## src/rtl/stk_seq_pkg.sv

```systemverilog
package stk_seq_pkg;

  localparam logic [7:0] OP_PUSH_P = 8'h08;
  localparam logic [7:0] OP_PULL_P = 8'h28;
  localparam logic [7:0] OP_PUSH_A = 8'h48;
  localparam logic [7:0] OP_PULL_A = 8'h68;

  // bit 1: pull, bit 0: status register involved
  typedef enum logic [1:0] {
    KIND_PUSH_A = 2'b00,
    KIND_PUSH_P = 2'b01,
    KIND_PULL_A = 2'b10,
    KIND_PULL_P = 2'b11
  } opKind_t;

  // Strobes from control to datapath
  typedef struct packed {
    logic stackAddr;  // address = stack page | SP
    logic fetchAddr;  // address = PC + 1
    logic wrEn;       // drive a write this cycle
    logic spDec;
    logic spInc;
    logic selFlags;   // write data from packed status
    logic loadAcc;    // take bus byte into A
    logic loadFlags;  // take bus byte into flags
  } seqStrobes_t;

  // Status byte bit positions
  localparam int FL_N = 7;
  localparam int FL_V = 6;
  localparam int FL_U = 5;
  localparam int FL_B = 4;

  function automatic logic [7:0] packStatus(input logic [7:0] fl);
    packStatus = {fl[FL_N], fl[FL_V], 1'b1, 1'b1, fl[3:0]};
  endfunction

  function automatic logic [7:0] unpackStatus(input logic [7:0] cur, input logic [7:0] pulled);
    unpackStatus = {pulled[FL_N], pulled[FL_V], 1'b1, cur[FL_B], pulled[3:0]};
  endfunction

endpackage

```

## src/rtl/stk_seq_ctrl.sv

```systemverilog
module stk_seq_ctrl
  import stk_seq_pkg::*;
(
  input  logic        clk,
  input  logic        rst,
  input  logic        start,
  input  logic [7:0]  opcode,
  output seqStrobes_t strb,
  output logic        done
);

  localparam int CYC_W = 2;
  localparam logic [CYC_W-1:0] LAST_PUSH = CYC_W'(2);
  localparam logic [CYC_W-1:0] LAST_PULL = CYC_W'(3);

  logic             busy;
  logic [CYC_W-1:0] cyc;
  opKind_t          kind;
  logic             opValid;
  opKind_t          opKind;
  logic             isPull;
  logic             isFlags;

  always_comb begin
    opValid = 1'b1;
    opKind  = KIND_PUSH_A;
    case (opcode)
      OP_PUSH_A: opKind = KIND_PUSH_A;
      OP_PUSH_P: opKind = KIND_PUSH_P;
      OP_PULL_A: opKind = KIND_PULL_A;
      OP_PULL_P: opKind = KIND_PULL_P;
      default:   opValid = 1'b0;
    endcase
  end

  assign isPull  = kind[1];
  assign isFlags = kind[0];
  assign done    = busy && (cyc == (isPull ? LAST_PULL : LAST_PUSH));

  always_ff @(posedge clk) begin
    if (rst) begin
      busy <= 1'b0;
      cyc  <= '0;
      kind <= KIND_PUSH_A;
    end else if (!busy) begin
      if (start && opValid) begin
        busy <= 1'b1;
        cyc  <= '0;
        kind <= opKind;
      end
    end else if (done) begin
      busy <= 1'b0;
      cyc  <= '0;
    end else begin
      cyc <= cyc + 1'b1;
    end
  end

  always_comb begin
    strb = '0;
    strb.selFlags = isFlags;
    if (busy) begin
      case (cyc)
        2'd1: begin
          strb.stackAddr = 1'b1;
          if (isPull) strb.spInc = 1'b1;
          else begin
            strb.wrEn  = 1'b1;
            strb.spDec = 1'b1;
          end
        end
        2'd2: begin
          if (isPull) strb.stackAddr = 1'b1;
          else        strb.fetchAddr = 1'b1;
        end
        2'd3: begin
          strb.fetchAddr = 1'b1;
          strb.loadAcc   = !isFlags;
          strb.loadFlags = isFlags;
        end
        default: ;
      endcase
    end
  end

endmodule

```

## src/rtl/stk_seq_dpath.sv

```systemverilog
module stk_seq_dpath
  import stk_seq_pkg::*;
#(
  parameter int              PC_W        = 16,
  parameter logic [PC_W-9:0] STACK_PAGE  = 'h01,
  parameter logic [7:0]      SP_RESET    = 8'hFD,
  parameter logic [7:0]      FLAGS_RESET = 8'h24
) (
  input  logic            clk,
  input  logic            rst,
  input  seqStrobes_t     strb,
  input  logic [PC_W-1:0] pcIn,
  input  logic [7:0]      memRdata,
  input  logic            extAccWe,
  input  logic [7:0]      extAccIn,
  input  logic            extFlagsWe,
  input  logic [7:0]      extFlagsIn,
  output logic [PC_W-1:0] memAddr,
  output logic [7:0]      memWdata,
  output logic            memRead,
  output logic [7:0]      spOut,
  output logic [7:0]      accOut,
  output logic [7:0]      flagsOut
);

  localparam logic [7:0] BIT5 = 8'h20;

  logic [7:0] sp;
  logic [7:0] acc;
  logic [7:0] flags;
  logic [7:0] flagsNext;

  always_ff @(posedge clk) begin
    if (rst) sp <= SP_RESET;
    else if (strb.spDec) sp <= sp - 8'd1;
    else if (strb.spInc) sp <= sp + 8'd1;
  end

  always_ff @(posedge clk) begin
    if (rst) acc <= 8'h00;
    else if (strb.loadAcc) acc <= memRdata;
    else if (extAccWe) acc <= extAccIn;
  end

  always_comb begin
    flagsNext = flags;
    if (strb.loadFlags) begin
      flagsNext = unpackStatus(flags, memRdata);
    end else if (strb.loadAcc) begin
      flagsNext[FL_N] = memRdata[7];
      flagsNext[1]    = (memRdata == 8'h00);
    end else if (extFlagsWe) begin
      flagsNext = extFlagsIn | BIT5;
    end
  end

  always_ff @(posedge clk) begin
    if (rst) flags <= FLAGS_RESET | BIT5;
    else     flags <= flagsNext;
  end

  always_comb begin
    if (strb.stackAddr)      memAddr = {STACK_PAGE, sp};
    else if (strb.fetchAddr) memAddr = pcIn + PC_W'(1);
    else                     memAddr = pcIn;
  end

  assign memWdata = strb.selFlags ? packStatus(flags) : acc;
  assign memRead  = !strb.wrEn;
  assign spOut    = sp;
  assign accOut   = acc;
  assign flagsOut = flags;

endmodule

```

## src/rtl/stk_seq.sv

```systemverilog
module stk_seq
  import stk_seq_pkg::*;
#(
  parameter int              PC_W        = 16,
  parameter logic [PC_W-9:0] STACK_PAGE  = 'h01,
  parameter logic [7:0]      SP_RESET    = 8'hFD,
  parameter logic [7:0]      FLAGS_RESET = 8'h24
) (
  input  logic            clk,
  input  logic            rst,
  input  logic            start,
  input  logic [7:0]      opcode,
  input  logic [PC_W-1:0] pcIn,
  input  logic [7:0]      memRdata,
  input  logic            extAccWe,
  input  logic [7:0]      extAccIn,
  input  logic            extFlagsWe,
  input  logic [7:0]      extFlagsIn,
  output logic [PC_W-1:0] memAddr,
  output logic [7:0]      memWdata,
  output logic            memRead,
  output logic            done,
  output logic [7:0]      spOut,
  output logic [7:0]      accOut,
  output logic [7:0]      flagsOut
);

  seqStrobes_t strb;

  stk_seq_ctrl ctrl_i (
    .clk    (clk),
    .rst    (rst),
    .start  (start),
    .opcode (opcode),
    .strb   (strb),
    .done   (done)
  );

  stk_seq_dpath #(
    .PC_W        (PC_W),
    .STACK_PAGE  (STACK_PAGE),
    .SP_RESET    (SP_RESET),
    .FLAGS_RESET (FLAGS_RESET)
  ) dpath_i (
    .clk        (clk),
    .rst        (rst),
    .strb       (strb),
    .pcIn       (pcIn),
    .memRdata   (memRdata),
    .extAccWe   (extAccWe),
    .extAccIn   (extAccIn),
    .extFlagsWe (extFlagsWe),
    .extFlagsIn (extFlagsIn),
    .memAddr    (memAddr),
    .memWdata   (memWdata),
    .memRead    (memRead),
    .spOut      (spOut),
    .accOut     (accOut),
    .flagsOut   (flagsOut)
  );

endmodule

```

## config.mk

```make
export PLATFORM = sky130hd
export DESIGN_NAME = stk_seq
export DESIGN_NICKNAME = d
export VERILOG_FILES = /design/src/rtl/stk_seq_pkg.sv /design/src/rtl/stk_seq_ctrl.sv /design/src/rtl/stk_seq_dpath.sv /design/src/rtl/stk_seq.sv
export SDC_FILE = /design/constraint.sdc
export NUM_CORES = 1
export LEC_CHECK = 0
export CAP_MARGIN = 0
export CORE_ASPECT_RATIO = 2
export CORE_MARGIN = 3
export CORE_UTILIZATION = 40
export CTS_CLUSTER_SIZE = 12
export DETAILED_ROUTE_END_ITERATION = 8
export PLACE_DENSITY = 0.87
export SYNTH_ARGS = -nofsm -noshare
export SYNTH_HDL_FRONTEND = slang
export SYNTH_HIERARCHICAL = 1
export SYNTH_SLANG_ARGS = --single-unit
```

## constraint.sdc

```tcl
create_clock -name clk -period 5.1 [get_ports clk]
set_input_delay 0.765 -clock clk [delete_from_list [all_inputs] [get_ports clk]]
set_output_delay 0.765 -clock clk [all_outputs]
set_load 0.01 [all_outputs]
```

==> results.py, run 1 <==
metrics = {
    "clock_network": {
        "cts_resized": 0,
        "clock-sinks": 28,
        "insertion_delay_ns": 0.27,
        "cts.clk_slew.worst_paths_ns": 0.10,
        "h-tree-depth": 1,
        "ctsHoldBuffers": 0,
        "cts_tree": "done",
        "cts_root_buf": "clkbuf_8",
        "cts_inserted_buffers": 3,
        "cts_max_path_buffers": 2,
        "cts_setup_buffers": 0,
    },
    "synthesis": {
        "ys.warnings.count": 6,
        "synthTopCellsByCount": "41 x nor2_1, 28 x dfxtp_1, 28 x nand2_1, 22 x a21oi_1, 16 x mux2i_1",
        "synth-async-reset-ratio_pct": 0,
        "synth.most_common_cell": "nor2_1",
        "synth_edf_count": 0,
        "postSynthAreaPerCell_um2": 7.78,
        "synth_area_leaders": "dfxtp_1 26%, mux2i_1 7.5%, nor2_1 7.2%",
        "yosys.area.top_type_share_pct": 26.2,
        "yosysTopAreaCell": "dfxtp_1",
        "ys_types": 44,
        "ys_ff_latch": 28,
        "syn_inst": 275,
        "syn-num-nets": 339,
        "yosysSeqAreaShare_pct": 26.2,
        "netlist_area_um2": 2140,
        "synth_flop_cell": "dfxtp_1",
    },
    "hold_path": {
        "min_from": "dpath_i/flagsOut[4]",
        "holdPathEnd": "dpath_i/flagsOut[4]",
        "holdCritPathClass": "register to register",
        "hold-path-cell-count": 2,
    },
    "layout": {
        "multi_input_area_um2": 1470,
        "fillers": 432,
        "diodes": 0,
        "final_layout_size_suffix_gt1_share_pct": 6.81,
        "nNetsFinal": 432,
        "area_growth_pct": 51.2,
        "stdcell_count": 425,
        "seq_area_um2": 561,
    },
    "timing": {
        "slew_headroom_pct": 47.9,
        "finalSetupViolCount": 0,
        "fin_crit_ns": 3.65,
        "fmax_mhz": 274,
        "finalHoldViolCount": 0,
        "clock_skew_ns": 0.00543,
        "whs_ns": 0.508,
        "drv_slew": 0,
        "rsz0062_at_grt": "false",
        "tightestPinTransition_ns": 0.778,
        "fin_crit_sh_pct": 71.6,
        "tns_ns": 0,
    },
    "setup_path": {
        "critical_path.most_common_cell": "clkdlybuf4s50_1",
        "cpMaxStageDelayCell": "clkdlybuf4s50_1",
        "critPathBufInv": 2,
        "critPathLaunchType": "input pin",
        "max_stage_delay_ns": 0.55,
        "required_ns": 4.34,
        "criticalPathCategory": "input pin to output pin",
        "critical_path.top_delay_family": "buffers and inverters",
        "cp.arrival_ns": 2.89,
        "crit_start": "pcIn[0]",
        "crit_path_end_kind": "output pin",
        "r2r_end": "dpath_i/spOut[6]",
        "ff2ff_setup_slack_ns": 2.34,
        "reg2regPathDepth": 10,
        "path_cells": "clkdlybuf4s50_1 -> ha_1 -> and3_4 -> nand4_4 -> or3_1 -> a21oi_1 -> clkdlybuf4s50_1",
        "cp_max_fo": 5,
        "r2r_start": "ctrl_i/cyc[1]",
    },
    "die": {
        "core_area_um2": 5140,
        "die_x_um": 57.7,
        "die_h_um": 109,
        "rows": 37,
        "die_area_um2": 6320,
        "io_pins": 103,
        "initial_core_util_pct": 41.6,
    },
    "power": {
        "cellLeakagePower_nw": 1.33,
        "cellPowerDensity_nw_per_um2": 167,
        "vdd_drop_max_mv": 0.140,
    },
    "route": {
        "routed_via_density": 5.28,
        "drt_wl_total_um": 6020,
        "drc_errors": 0,
        "num_vias": 2246,
        "ant_nets": 0,
        "dr.first_iter.drc_count": 71,
        "routedWlPerCell_um": 14.2,
        "drt_pass1_iterations": 4,
    },
    "global_routing": {
        "grt_pass1_wl_um": 10000,
        "antenna_found_initial": 0,
        "first_global_vias": 2275,
        "grt_usage_pct": 19.7,
        "grt_max_degree": 25,
        "grt-ovfl-total": 0,
    },
    "run": {
        "max_cap_viol_count": 0,
    },
    "place": {
        "dp_hpwl_um": 4850,
        "dp.cells": 421,
        "port_buffers": 100,
        "gp_congestion": 0.828,
    },
    "status": {
        "outcome": "completed",
    },
}
==> placed cells by master, fill, tap and decap left out, types with 6 or more instances in the layout <==
cell	count
a21oi_1	22
and3_1	6
clkdlybuf4s50_1	100
dfxtp_1	28
ha_1	10
inv_1	9
mux2_2	8
mux2i_1	16
nand2_1	28
nor2_1	41
nor2b_1	9
o21ai_0	15
xnor2_1	8
xor2_1	12
==> sequential cells by signal, summed over array words and instances, names as in the netlist <==
signal,cells
dpath_i/accOut,8
dpath_i/spOut,8
dpath_i/flagsOut,7
ctrl_i/cyc,2
ctrl_i/kind,2
ctrl_i/busy,1
==> worst reg2reg max path, stage by stage, from the launching register on <==
cell and delay [ns]:
dfxtp_1 0.37, inv_1 0.09, ha_1 0.18, nand2_1 0.06
nor2_1 0.60, ha_1 0.41, nor2b_1 0.15, o21ai_0 0.23
a21oi_1 0.14, o21a_1 0.19, o311ai_1 0.25
==> routing by layer <==
| layer | vias up | GRT usage [%] | wire length, um |
|---|---|---|---|
| met3 | 8 | 3.41 | 440 |
| met4 | 0 | 6.14 | 104 |
| met1 | 1028 | 18.3 | 2000 |
| met5 | - | 0 | 0 |
| li1 | 1126 | - | - |
| met2 | 84 | 41.0 | 3480 |
==> final cells by class <==
cell class | instances | area share, %
multi-input cells | 223 | 45.5
clock buffers | 3 | 1.28
clock inverters | 1 | 0.928
flip-flops and latches | 28 | 17.3
well taps | 58 | 2.24
repair buffers | 103 | 31.6
inverters | 9 | 1.04
==> how the worst max path moves through the flow <==
stage | to | slack (ns) | depth (start not counted)
detailed placement | memAddr[10] | 1.44 | 7
global route | memAddr[10] | 1.31 | 7
floorplan | memAddr[10] | 2.53 | 5
global placement | memAddr[10] | 1.46 | 7
CTS | memAddr[10] | 1.43 | 7
finish | memAddr[10] | 1.45 | 7
==> report_power, final <==
group / switching, mW / internal, mW
sequential: 0.00530 / 0.226
combinational: 0.0501 / 0.0830
clock: 0.0703 / 0.105
total: 0.126 / 0.414
==> kinds of logic (layout without fill, tap and decap cells) <==
family	count (synthesis)	count (layout)	share of synthesized area (%)
flops	28	28	26.2
fa+ha+maj	11	11	6.78
simple gates	113	113	27.3
mux	24	24	11.7
xor+xnor	20	20	8.19
compound gates	54	54	14.7
buf+inv	24	116	4.97
other cells	1	1	0.175
==> through the flow <==
step / utilization, % / area, um^2 / power (mW) / setup WS (ns)
floorplan: - / 2140 / 0.283 / 2.53
global placement: 61.6 / 3160 / 0.366 / 1.46
detailed placement: 61.6 / 3160 / 0.369 / 1.44
CTS: 62.9 / 3230 / 0.547 / 1.43
global route: 62.9 / 3230 / 0.564 / 1.31
finish: 62.9 / 3230 / 0.539 / 1.45
Power figures use the tool's default switching activity.
==> run 2: changes to the inputs <==
- clock period: 5.1 -> 3.4 ns (I/O delays scaled with it)
==> run 2 against run 1 <==
  * Power rose by 52%
  * Setup slack got worse by 1.3 ns
  * Final area rose by 0.93%
  * Sequential share of layout area fell by 0.12 points
  * Hold slack improved by 0.0045 ns
  * Core utilization rose by 0.58 points
  * Critical path depth rose by 1
==> results.py, run 2 (synthesized netlist as in run 1, its figures left out) <==
metrics = {
    "place": {
        "gp_congestion": 0.836,
        "dp_hpwl_um": 4850,
        "place_area_um2": 3170,
        "port_buffers": 100,
    },
    "route": {
        "num_vias": 2258,
        "drc_errors": 0,
        "routed_via_density": 5.28,
        "routedWlPerCell_um": 14.1,
        "drt_wl_total_um": 6040,
        "ant_nets": 0,
        "drt_pass1_iterations": 4,
        "dr.first_iter.drc_count": 59,
    },
    "clock_network": {
        "cts.clk_slew.worst_paths_ns": 0.10,
        "cts_tree": "done",
        "insertion_delay_ns": 0.28,
        "cts_root_buf": "clkbuf_8",
        "cts_max_path_buffers": 2,
        "ctsHoldBuffers": 0,
        "cts_inserted_buffers": 3,
        "h-tree-depth": 1,
        "clock-sinks": 28,
    },
    "layout": {
        "final_layout_size_suffix_gt1_share_pct": 7.84,
        "area_growth_pct": 52.6,
        "fin_area_um2": 3260,
        "final_cell_mix": "100 x clkdlybuf4s50_1, 41 x nor2_1, 28 x nand2_1, 27 x dfxtp_1, 22 x a21oi_1",
        "fillers": 445,
        "nNetsFinal": 435,
        "finish.utilization_pct": 63.5,
        "layout_commonest_cell": "clkdlybuf4s50_1",
        "diodes": 0,
    },
    "timing": {
        "finalSetupViolCount": 0,
        "fmax_mhz": 306,
        "tns_ns": 0,
        "slew_headroom_pct": 48.0,
        "finalHoldViolCount": 0,
        "tightestPinTransition_ns": 0.777,
        "fin_crit_sh_pct": 96.1,
        "fin_crit_ns": 3.27,
        "clock_skew_ns": 0.00248,
        "whs_ns": 0.512,
        "rsz0062_at_grt": "false",
        "drv_slew": 0,
    },
    "global_routing": {
        "antenna_found_initial": 0,
        "first_global_vias": 2321,
        "grt_pass1_wl_um": 10000,
        "grt_max_degree": 25,
        "grt_usage_pct": 19.9,
        "grt-ovfl-total": 0,
    },
    "setup_path": {
        "criticalPathCategory": "register to output pin",
        "crit_path_end_kind": "output pin",
        "cp.arrival_ns": 2.76,
        "required_ns": 2.89,
        "critPathLaunchType": "register",
        "cp_max_fo": 6,
    },
    "power": {
        "cellPowerDensity_nw_per_um2": 251,
        "vdd_drop_max_mv": 0.188,
        "totalPowerFinal_mw": 0.818,
        "cellLeakagePower_nw": 1.35,
    },
    "die": {
        "die_x_um": 57.7,
        "core_area_um2": 5140,
        "initial_core_util_pct": 41.6,
        "die_area_um2": 6320,
        "rows": 37,
        "die_h_um": 109,
        "io_pins": 103,
    },
    "run": {
        "max_cap_viol_count": 0,
    },
    "hold_path": {
        "holdCritPathClass": "register to register",
    },
    "status": {
        "outcome": "completed",
    },
}
[run 2: cell type report]
class | count | area (um^2) | area share (%)
clock buffer | 3 | 41.3 | 1.26
clock inverter | 1 | 30.0 | 0.920
inverter | 9 | 33.8 | 1.03
tap | 58 | 72.6 | 2.22
timing repair buffer | 106 | 1050 | 32.0
sequential | 28 | 562 | 17.2
multi-input combinational | 223 | 1480 | 45.3
[run 2: critical path: stages, from the launching register on]
cell and delay, ns:
dfxtp_1 0.44, ha_1 0.20, nor2b_1 0.14, o21a_1 0.24, and3_4 0.26, nand4_4 0.14
or3_1 0.36, a21oi_1 0.14, clkdlybuf4s50_1 0.55
[run 2: final timing paths]
check                                   start               end  slack [ns]  cells after the start
worst max register to register  ctrl_i/cyc[1]  dpath_i/spOut[6]        1.01                     11
worst max-delay path            ctrl_i/cyc[1]       memAddr[10]        0.13                      8
worst min register to register  ctrl_i/cyc[0]     ctrl_i/cyc[0]        0.51                      2
worst min-delay path            ctrl_i/cyc[0]     ctrl_i/cyc[0]        0.51                      2
[run 2: metrics by stage]
step	setup WS (ns)	instances
6_report	0.131	428
5_1_grt	0.0342	428
4_1_cts	0.00114	426
3_5_place_dp	0.256	422
3_3_place_gp	0.271	422
2_1_floorplan	1.09	275
[run 2: layer usage]
layer	vias to the layer above	share of wire, %	track usage (%)
met5	-	0	0
met4	0	1.5	7.63
met3	7	6.5	3.53
met2	78	58	40.5
met1	1038	34	18.6
li1	1135	-	-
[run 2: where the power goes]
part,internal (mW),switching (mW),total [mW]
Combinational,0.124,0.0761,0.201
Clock,0.158,0.113,0.271
Sequential,0.339,0.00776,0.346
[run 2: timing repair]
action                                 in CTS  in global routing
gates resized for setup                     1                  1
pin swaps                                   0                  1
setup endpoints to repair                   1                  6
endpoints found under the hold margin       0                  0
setup buffers                               0                  2
